File: config.mk
export PLATFORM = sky130hd
export DESIGN_NAME = frame_align_meter
export DESIGN_NICKNAME = d
export VERILOG_FILES = /design/src/rtl/fam_pkg.sv /design/src/rtl/fam_ref_edge.sv /design/src/rtl/fam_phase_edge.sv /design/src/rtl/fam_meas_seq.sv /design/src/rtl/frame_align_meter.sv
export SDC_FILE = /design/constraint.sdc
export NUM_CORES = 1
export LEC_CHECK = 0
export BUFFER_PORTS_ARGS = -buffer_cell sky130_fd_sc_hd__clkbuf_2
export CAP_MARGIN = 20
export CELL_PAD_IN_SITES_DETAIL_PLACEMENT = 0
export CELL_PAD_IN_SITES_GLOBAL_PLACEMENT = 2
export CORE_ASPECT_RATIO = 0.9
export CORE_MARGIN = 1.5
export CORE_UTILIZATION = 38
export DETAILED_ROUTE_END_ITERATION = 10
export PLACE_DENSITY_LB_ADDON = 0.08
export SETUP_SLACK_MARGIN = 0.1
export SYNTH_ARGS = -nofsm -noshare
export SYNTH_HDL_FRONTEND = slang
export SYNTH_SLANG_ARGS = --single-unit
File: constraint.sdc
create_clock -name clk -period 3.69 [get_ports clk]
set_clock_uncertainty 0.2 [all_clocks]
set_input_delay 0.738 -clock clk [delete_from_list [all_inputs] [get_ports clk]]
set_output_delay 0.738 -clock clk [all_outputs]
set_load 0.005 [all_outputs]
File: src/rtl/fam_pkg.sv
// Shared definitions for the frame alignment offset meter.
package fam_pkg;
    // Measurement sequencer states.
    typedef enum logic [1:0] {
        ST_IDLE  = 2'd0,
        ST_ARMED = 2'd1,
        ST_MEAS  = 2'd2,
        ST_DONE  = 2'd3
    } meas_state_e;

    // Number of always-zero bits at the top of the status word.
    localparam int unsigned RSVD_W = 3;
endpackage

File: src/rtl/fam_ref_edge.sv
// Reference edge detector for the frame pulse.
// Flags the posedge at which the pulse is first seen at the level selected by pol,
// after having been at the other level on the previous posedge.
// Assumes frame_sync is synchronous to clk. The history flop loads the live level
// during reset as well, so no false edge is reported when reset is released.
module fam_ref_edge (
    input  logic clk,
    input  logic rst_n,
    input  logic sig,
    input  logic pol,
    output logic edge_hit
);
    logic last_q;

    // Keeps the level seen on the previous posedge (reset loads the live level).
    always_ff @(posedge clk) begin
        last_q <= sig;
    end

    assign edge_hit = (last_q != pol) && (sig == pol);

    // a detected edge cannot repeat on the next posedge unless the polarity moved.
    p_ref_single_r7: assert property (@(posedge clk) disable iff (!rst_n)
        edge_hit |=> (!edge_hit || (pol != $past(pol))));
endmodule

File: src/rtl/fam_phase_edge.sv
// Evaluation edge detector with half-clock resolution.
// The input is sampled on both clock edges. An edge is reported at the posedge where
// the live level first equals pol. phase_hi tells whether the change had already
// shown up at the preceding negedge, i.e. it occurred in the clock-high half.
// Assumes frame_eval changes at most once per clock period.
module fam_phase_edge (
    input  logic clk,
    input  logic rst_n,
    input  logic sig,
    input  logic pol,
    output logic edge_hit,
    output logic phase_hi
);
    logic pos_q;
    logic neg_q;

    // Posedge history sample (reset loads the live level to avoid a false edge).
    always_ff @(posedge clk) begin
        pos_q <= sig;
    end

    // Mid-period sample taken at the end of the clock-high half.
    always_ff @(negedge clk) begin
        neg_q <= sig;
    end

    assign edge_hit = (pos_q != pol) && (sig == pol);
    assign phase_hi = (neg_q == pol);

    // two consecutive posedges never both report an edge of the same polarity.
    p_eval_single_r7: assert property (@(posedge clk) disable iff (!rst_n)
        edge_hit |=> (!edge_hit || (pol != $past(pol))));
endmodule

File: src/rtl/fam_meas_seq.sv
// Measurement sequencer and offset counter.
// Handles priming, arming on a start rise, one full measurement frame, and
// publication of the result at the closing reference edge.
// Assumes one frame spans no more than 2**CNT_W master clocks. Longer windows
// saturate at all ones.
module fam_meas_seq
    import fam_pkg::*;
#(
    parameter int CNT_W = 11
) (
    input  logic             clk,
    input  logic             rst_n,
    input  logic             start,
    input  logic             wide_mode,
    input  logic             ref_edge,
    input  logic             eval_edge,
    input  logic             eval_hi,
    output logic             done,
    output logic             phase_hi,
    output logic [CNT_W-1:0] offset
);
    localparam logic [CNT_W-1:0] CNT_MAX = '1;

    meas_state_e      state_q;
    logic             start_q;
    logic             primed_q;
    logic             cap_valid_q;
    logic             cap_hi_q;
    logic [CNT_W-1:0] cnt_q;
    logic [CNT_W-1:0] cap_cnt_q;
    logic [CNT_W-1:0] next_cnt;

    assign next_cnt = (cnt_q == CNT_MAX) ? CNT_MAX : cnt_q + 1'b1;

    // Tracks the start bit and whether it has been low across a frame edge.
    always_ff @(posedge clk) begin
        if (!rst_n) begin
            start_q  <= 1'b0;
            primed_q <= 1'b0;
        end else begin
            start_q <= start;
            if (wide_mode || start) begin
                primed_q <= 1'b0;
            end else if (ref_edge) begin
                primed_q <= 1'b1;
            end
        end
    end

    // Steps through idle, armed, measuring and done; captures and publishes the result.
    always_ff @(posedge clk) begin
        if (!rst_n) begin
            state_q     <= ST_IDLE;
            cnt_q       <= '0;
            cap_valid_q <= 1'b0;
            cap_hi_q    <= 1'b0;
            cap_cnt_q   <= '0;
            done        <= 1'b0;
            phase_hi    <= 1'b0;
            offset      <= '0;
        end else if (wide_mode || !start) begin
            state_q     <= ST_IDLE;
            cap_valid_q <= 1'b0;
            done        <= 1'b0;
            phase_hi    <= 1'b0;
            offset      <= '0;
        end else begin
            case (state_q)
                ST_IDLE: begin
                    if (!start_q && primed_q) begin
                        state_q <= ST_ARMED;
                    end
                end
                ST_ARMED: begin
                    if (ref_edge) begin
                        state_q     <= ST_MEAS;
                        cnt_q       <= '0;
                        cap_valid_q <= 1'b0;
                        cap_hi_q    <= 1'b0;
                        cap_cnt_q   <= '0;
                    end
                end
                ST_MEAS: begin
                    if (ref_edge) begin
                        state_q  <= ST_DONE;
                        done     <= 1'b1;
                        offset   <= cap_valid_q ? cap_cnt_q : CNT_MAX;
                        phase_hi <= cap_valid_q ? cap_hi_q : 1'b0;
                    end else begin
                        cnt_q <= next_cnt;
                        if (eval_edge && !cap_valid_q) begin
                            cap_valid_q <= 1'b1;
                            cap_cnt_q   <= next_cnt;
                            cap_hi_q    <= eval_hi;
                        end
                    end
                end
                default: begin
                    state_q <= state_q;
                end
            endcase
        end
    end

    // a low start bit clears the completion flag by the next cycle.
    p_clear_on_stop_r3: assert property (@(posedge clk) disable iff (!rst_n)
        !start |=> !done);

    // the flag only rises when a measurement frame is closed by a reference edge.
    p_done_from_meas_r2: assert property (@(posedge clk) disable iff (!rst_n)
        $rose(done) |-> (($past(state_q) == ST_MEAS) && $past(ref_edge)));

    // wide mode forces the flag low on the next cycle.
    p_wide_blocks_r9: assert property (@(posedge clk) disable iff (!rst_n)
        wide_mode |=> !done);

    // the window counter stays at its ceiling instead of wrapping.
    p_no_overflow_r8: assert property (@(posedge clk) disable iff (!rst_n)
        (state_q == ST_MEAS && start && !wide_mode && !ref_edge && cnt_q == CNT_MAX)
        |=> (cnt_q == CNT_MAX));

    // once the first edge is captured, later edges leave it untouched.
    p_capture_kept_r5: assert property (@(posedge clk) disable iff (!rst_n)
        (state_q == ST_MEAS && cap_valid_q && start && !wide_mode && !ref_edge)
        |=> ($stable(cap_cnt_q) && $stable(cap_hi_q)));
endmodule

File: src/rtl/frame_align_meter.sv
// Frame alignment offset meter, top level.
// Detects reference frame edges and evaluation edges of the polarity chosen by
// fmt_rise, runs the start/complete sequence and packs the status word.
// Assumes all inputs are synchronous to clk.
module frame_align_meter
    import fam_pkg::*;
#(
    parameter int CNT_W = 11
) (
    input  logic                      clk,
    input  logic                      rst_n,
    input  logic                      frame_sync,
    input  logic                      frame_eval,
    input  logic                      fmt_rise,
    input  logic                      wide_mode,
    input  logic                      meas_start,
    output logic [RSVD_W+CNT_W+1:0]   status
);
    logic             ref_edge;
    logic             eval_edge;
    logic             eval_hi;
    logic             done;
    logic             phase_hi;
    logic [CNT_W-1:0] offset;

    fam_ref_edge u_ref (
        .clk      (clk),
        .rst_n    (rst_n),
        .sig      (frame_sync),
        .pol      (fmt_rise),
        .edge_hit (ref_edge)
    );

    fam_phase_edge u_eval (
        .clk      (clk),
        .rst_n    (rst_n),
        .sig      (frame_eval),
        .pol      (fmt_rise),
        .edge_hit (eval_edge),
        .phase_hi (eval_hi)
    );

    fam_meas_seq #(.CNT_W(CNT_W)) u_seq (
        .clk       (clk),
        .rst_n     (rst_n),
        .start     (meas_start),
        .wide_mode (wide_mode),
        .ref_edge  (ref_edge),
        .eval_edge (eval_edge),
        .eval_hi   (eval_hi),
        .done      (done),
        .phase_hi  (phase_hi),
        .offset    (offset)
    );

    assign status = {{RSVD_W{1'b0}}, done, phase_hi, offset};

    // the reserved top bits never read one.
    p_rsvd_zero_r10: assert property (@(posedge clk) disable iff (!rst_n)
        status[RSVD_W+CNT_W+1:CNT_W+2] == '0);
endmodule

**After elaboration in Yosys (flattened, before gate mapping)**

Cells that the tools add are included.

- Muxes and demuxes: 20
- $add $sub $neg: 1
- Bitwise operators: 2
- Equal/unequal tests: 13
- Reduce and logical (&&, ||, !) cells: 19

Operator list:

| operator | count |
|---|---|
| $mux W11 | 6 |
| $pmux W11 S2 | 2 |
| $reduce_and A4 Y1 | 3 |
| $add A11 B1 Y11 const B | 1 |
| $eq A11 B11 Y1 const B | 1 |
| $mux W1 | 6 |
| $mux W2 | 3 |
| $ne A2 B2 Y1 const B | 3 |
| $pmux W2 S3 | 1 |
| $reduce_and A5 Y1 | 1 |
| $logic_and A1 B1 Y1 | 4 |
| $ne A2 B1 Y1 const B | 2 |
| $pmux W1 S2 | 2 |
| $reduce_or A2 Y1 | 2 |
| $eq A1 B1 Y1 | 3 |
| $logic_not A1 Y1 | 3 |
| $reduce_bool A3 Y1 | 1 |
| $eq A2 B1 Y1 const B | 1 |
| $eq A2 B2 Y1 const B | 1 |
| $logic_not A2 Y1 | 1 |
| $logic_or A1 B1 Y1 | 2 |
| $ne A1 B1 Y1 | 2 |
| $not A1 Y1 | 2 |
| $reduce_and A2 Y1 | 1 |
| $reduce_bool A2 Y1 | 1 |

- Register bits: 44
- Logic and storage cells: 68
- Output and inout port bits: 16
- Bits of input ports: 7

**Depth between registers and ports, before layout**

- Word-level depth: 6
- Mapped depth: 8
- Mapped depth without buffers: 7

**Hierarchy**

A second synthesis with hierarchy kept.

- Cells, all modules: 226
- Area total of the unflattened synthesis: 2057.0 um2

By module, submodules not included:

| module | area each (um2) | cells an instance | sequential area each (um2) | instances |
|---|---|---|---|---|
| fam_meas_seq | 1898.1 | 209 | 820.8 | 1 |
| fam_phase_edge | 75.1 | 7 | 40.0 | 1 |
| fam_ref_edge | 42.5 | 4 | 20.0 | 1 |
| frame_align_meter | 41.3 | 6 | 0.0 | 1 |

==> results.py <==
metrics = {
    "floorplan": {
        "die_w_um": 82.4,
        "core-area_um2": 5350,
        "initial_utilization_pct": 40.3,
        "pin_count": 23,
        "std_cell_rows": 25,
        "floorplan.die_area_um2": 6140,
        "die_h_um": 74.5,
    },
    "timing": {
        "rsz0062_at_grt": "no",
        "holdWs_ns": 0.259,
        "setup_tns_ns": 0,
        "maxSlewViolCount": 0,
        "worst_pin_slew_ns": 0.595,
        "slew_headroom_pct": 60.3,
        "setup_viol": 0,
        "worst_slack_ns": 0.816,
        "hold_viol": 0,
    },
    "synthesis": {
        "synth_edf_count": 0,
        "synth_cell_types": 49,
        "synth_area_um2": 2160,
        "syn_area_per_cell_um2": 9.06,
        "ys.flop_type": "dfxtp_1",
        "yosysSeqAreaShare_pct": 40.8,
        "async_flop_share_pct": 0,
        "netlist_instances": 238,
        "synth_warnings": 0,
        "ys_ff_latch": 44,
    },
    "critical_path": {
        "worst-setup-path-type": "register to register",
        "critPathLaunch": "u_eval.neg_q",
        "required_ns": 3.70,
        "cp_max_fo": 1,
        "crit_arrival_ns": 2.88,
        "start_kind": "register",
        "r2r-start": "u_eval.neg_q",
        "critPathCaptureType": "register",
    },
    "cells_and_area": {
        "finalInstanceArea_um2": 2340,
        "layout_commonest_cell": "dfxtp_1",
        "layout.nets": 260,
        "mostFrequentLayoutCells": "dfxtp_1, nor2_1, clkbuf_2",
        "areaGrowthSynthToFinish_pct": 8.64,
        "diodes": 0,
        "drive_above_1_share_pct": 15.7,
    },
    "cts": {
        "cts_root_buf": "clkbuf_8",
        "cts_hold_buf": 0,
        "worstSkewPairLatency_ns": 0.35,
        "cts_resized": 0,
        "htreeDepth": 2,
        "cts.sinks": 44,
        "cts_buffers": 5,
        "clock_path_buffers": 2,
        "post-cts-setup-buffers": 0,
        "cts_tree": "done",
        "clk_pin_slew_worst_paths_ns": 0.09,
    },
    "placed_design": {
        "place_ws_ns": 0.681,
        "dpl.hpwl_um": 3010,
        "io_buffers": 19,
        "place_area_um2": 2230,
        "place_congestion": 0.735,
    },
    "routing": {
        "route.detailed.drc": 0,
        "drt_pass1_iterations": 4,
        "drt_first_iter_violations": 48,
        "wl_um": 4450,
        "wl_per_cell_um": 14.1,
        "num_vias": 1629,
        "ant_nets": 0,
        "post_drt_via_cell_ratio": 5.16,
    },
    "power": {
        "leakage_uw": 0.000856,
        "p_per_area_nw_per_um2": 383,
        "ir_drop_mv": 0.172,
    },
    "worst_hold_path": {
        "hp-class": "register to register",
        "hold_start": "u_seq.cap_cnt_q[3]",
    },
    "global_routing": {
        "antenna_found_initial": 0,
        "grt_max_degree": 28,
        "grt_pass1_wl_um": 7260,
        "grt_usage_pct": 16.0,
        "grt_overflow": 0,
        "grt_pass1_vias": 1474,
    },
    "flow_run": {
        "max-cap-violations": 0,
    },
    "outcome": {
        "status": "complete, no violations",
    },
}
## per-layer routing
metal	up-vias	GRT usage, %	routed length [µm]	share of wire, %
met5	-	0	0	0
met4	0	3.39	35	0.79
met3	4	4.91	158	3.6
met2	23	24.3	1990	45
met1	751	22.2	2270	51
li1	851	-	-	-
## synth_stat cells, drive strengths merged, types with 3 or more instances
library cell,number,area share (%)
clkbuf,5,0.87
inv,16,2.8
nand3,8,1.9
mux2i,14,6.5
o21ai,9,2.1
a311oi,13,5.3
nand2,15,2.6
ha,5,2.9
buf,14,4.8
and2,3,0.87
a21boi,7,2.4
a21oi,11,2.6
nor2b,13,3.8
nor2,22,4.1
dfxtp,44,41
and4,5,2.0
a31oi,5,2.1
## cell type report
cell class,count,area [µm²]
clock buffer,5,68.8
clock inverter,4,50.0
fill,543,3010
inverter,15,56.3
multi-input combinational,161,1100
sequential,44,881
tap,67,83.8
timing repair buffer,20,103
## final timing paths
kind | endpoint | slack, ns | cells after the start
max reg2reg | u_seq.cap_hi_q | 0.82 | 3
max | u_seq.cap_hi_q | 0.82 | 3
min | u_seq.cap_cnt_q[3] | 0.26 | 2
min reg2reg | u_seq.cap_cnt_q[3] | 0.26 | 2
## sequential cells by signal, indices dropped and copies added (netlist names)
signal,cells
u_seq.done,1
u_seq.cap_hi_q,1
u_seq.start_q,1
u_ref.last_q,1
u_seq.state_q,2
u_seq.cnt_q,11
u_eval.pos_q,1
u_eval.neg_q,1
u_seq.phase_hi,1
u_seq.offset,11
u_seq.primed_q,1
u_seq.cap_cnt_q,11
u_seq.cap_valid_q,1
## metrics by stage
step,utilization [%],total power [µW],std cells
after floorplan,-,513,240
after global placement,41.7,520,308
after detailed placement,41.7,519,308
after CTS,43.8,908,316
after global routing,43.8,933,316
final,43.8,897,316
## cells by family after synthesis
logic type,count (synthesis),share of synthesized area [%]
other cells,1,0.174
xor+xnor,3,1.22
buf+inv,35,8.47
fa+ha+maj,5,2.90
flops,44,40.8
mux,14,6.50
simple gates,85,22.9
compound gates,51,17.0
## power breakdown
part / switching, µW / leakage [µW] / internal, µW
Combinational: 15.4 / 0.000440 / 11.0
Sequential: 1.06 / 0.000356 / 477
Clock: 186 / 0.0000601 / 206
Total: 203 / 0.000856 / 694
## critical path, cell delays in order, from the launching register on
cell,delay (ns)
dfxtp_1,0.31
xor2_1,0.14
nor3_1,0.06
o21a_1,0.18
Power figures use the tool's default switching activity.
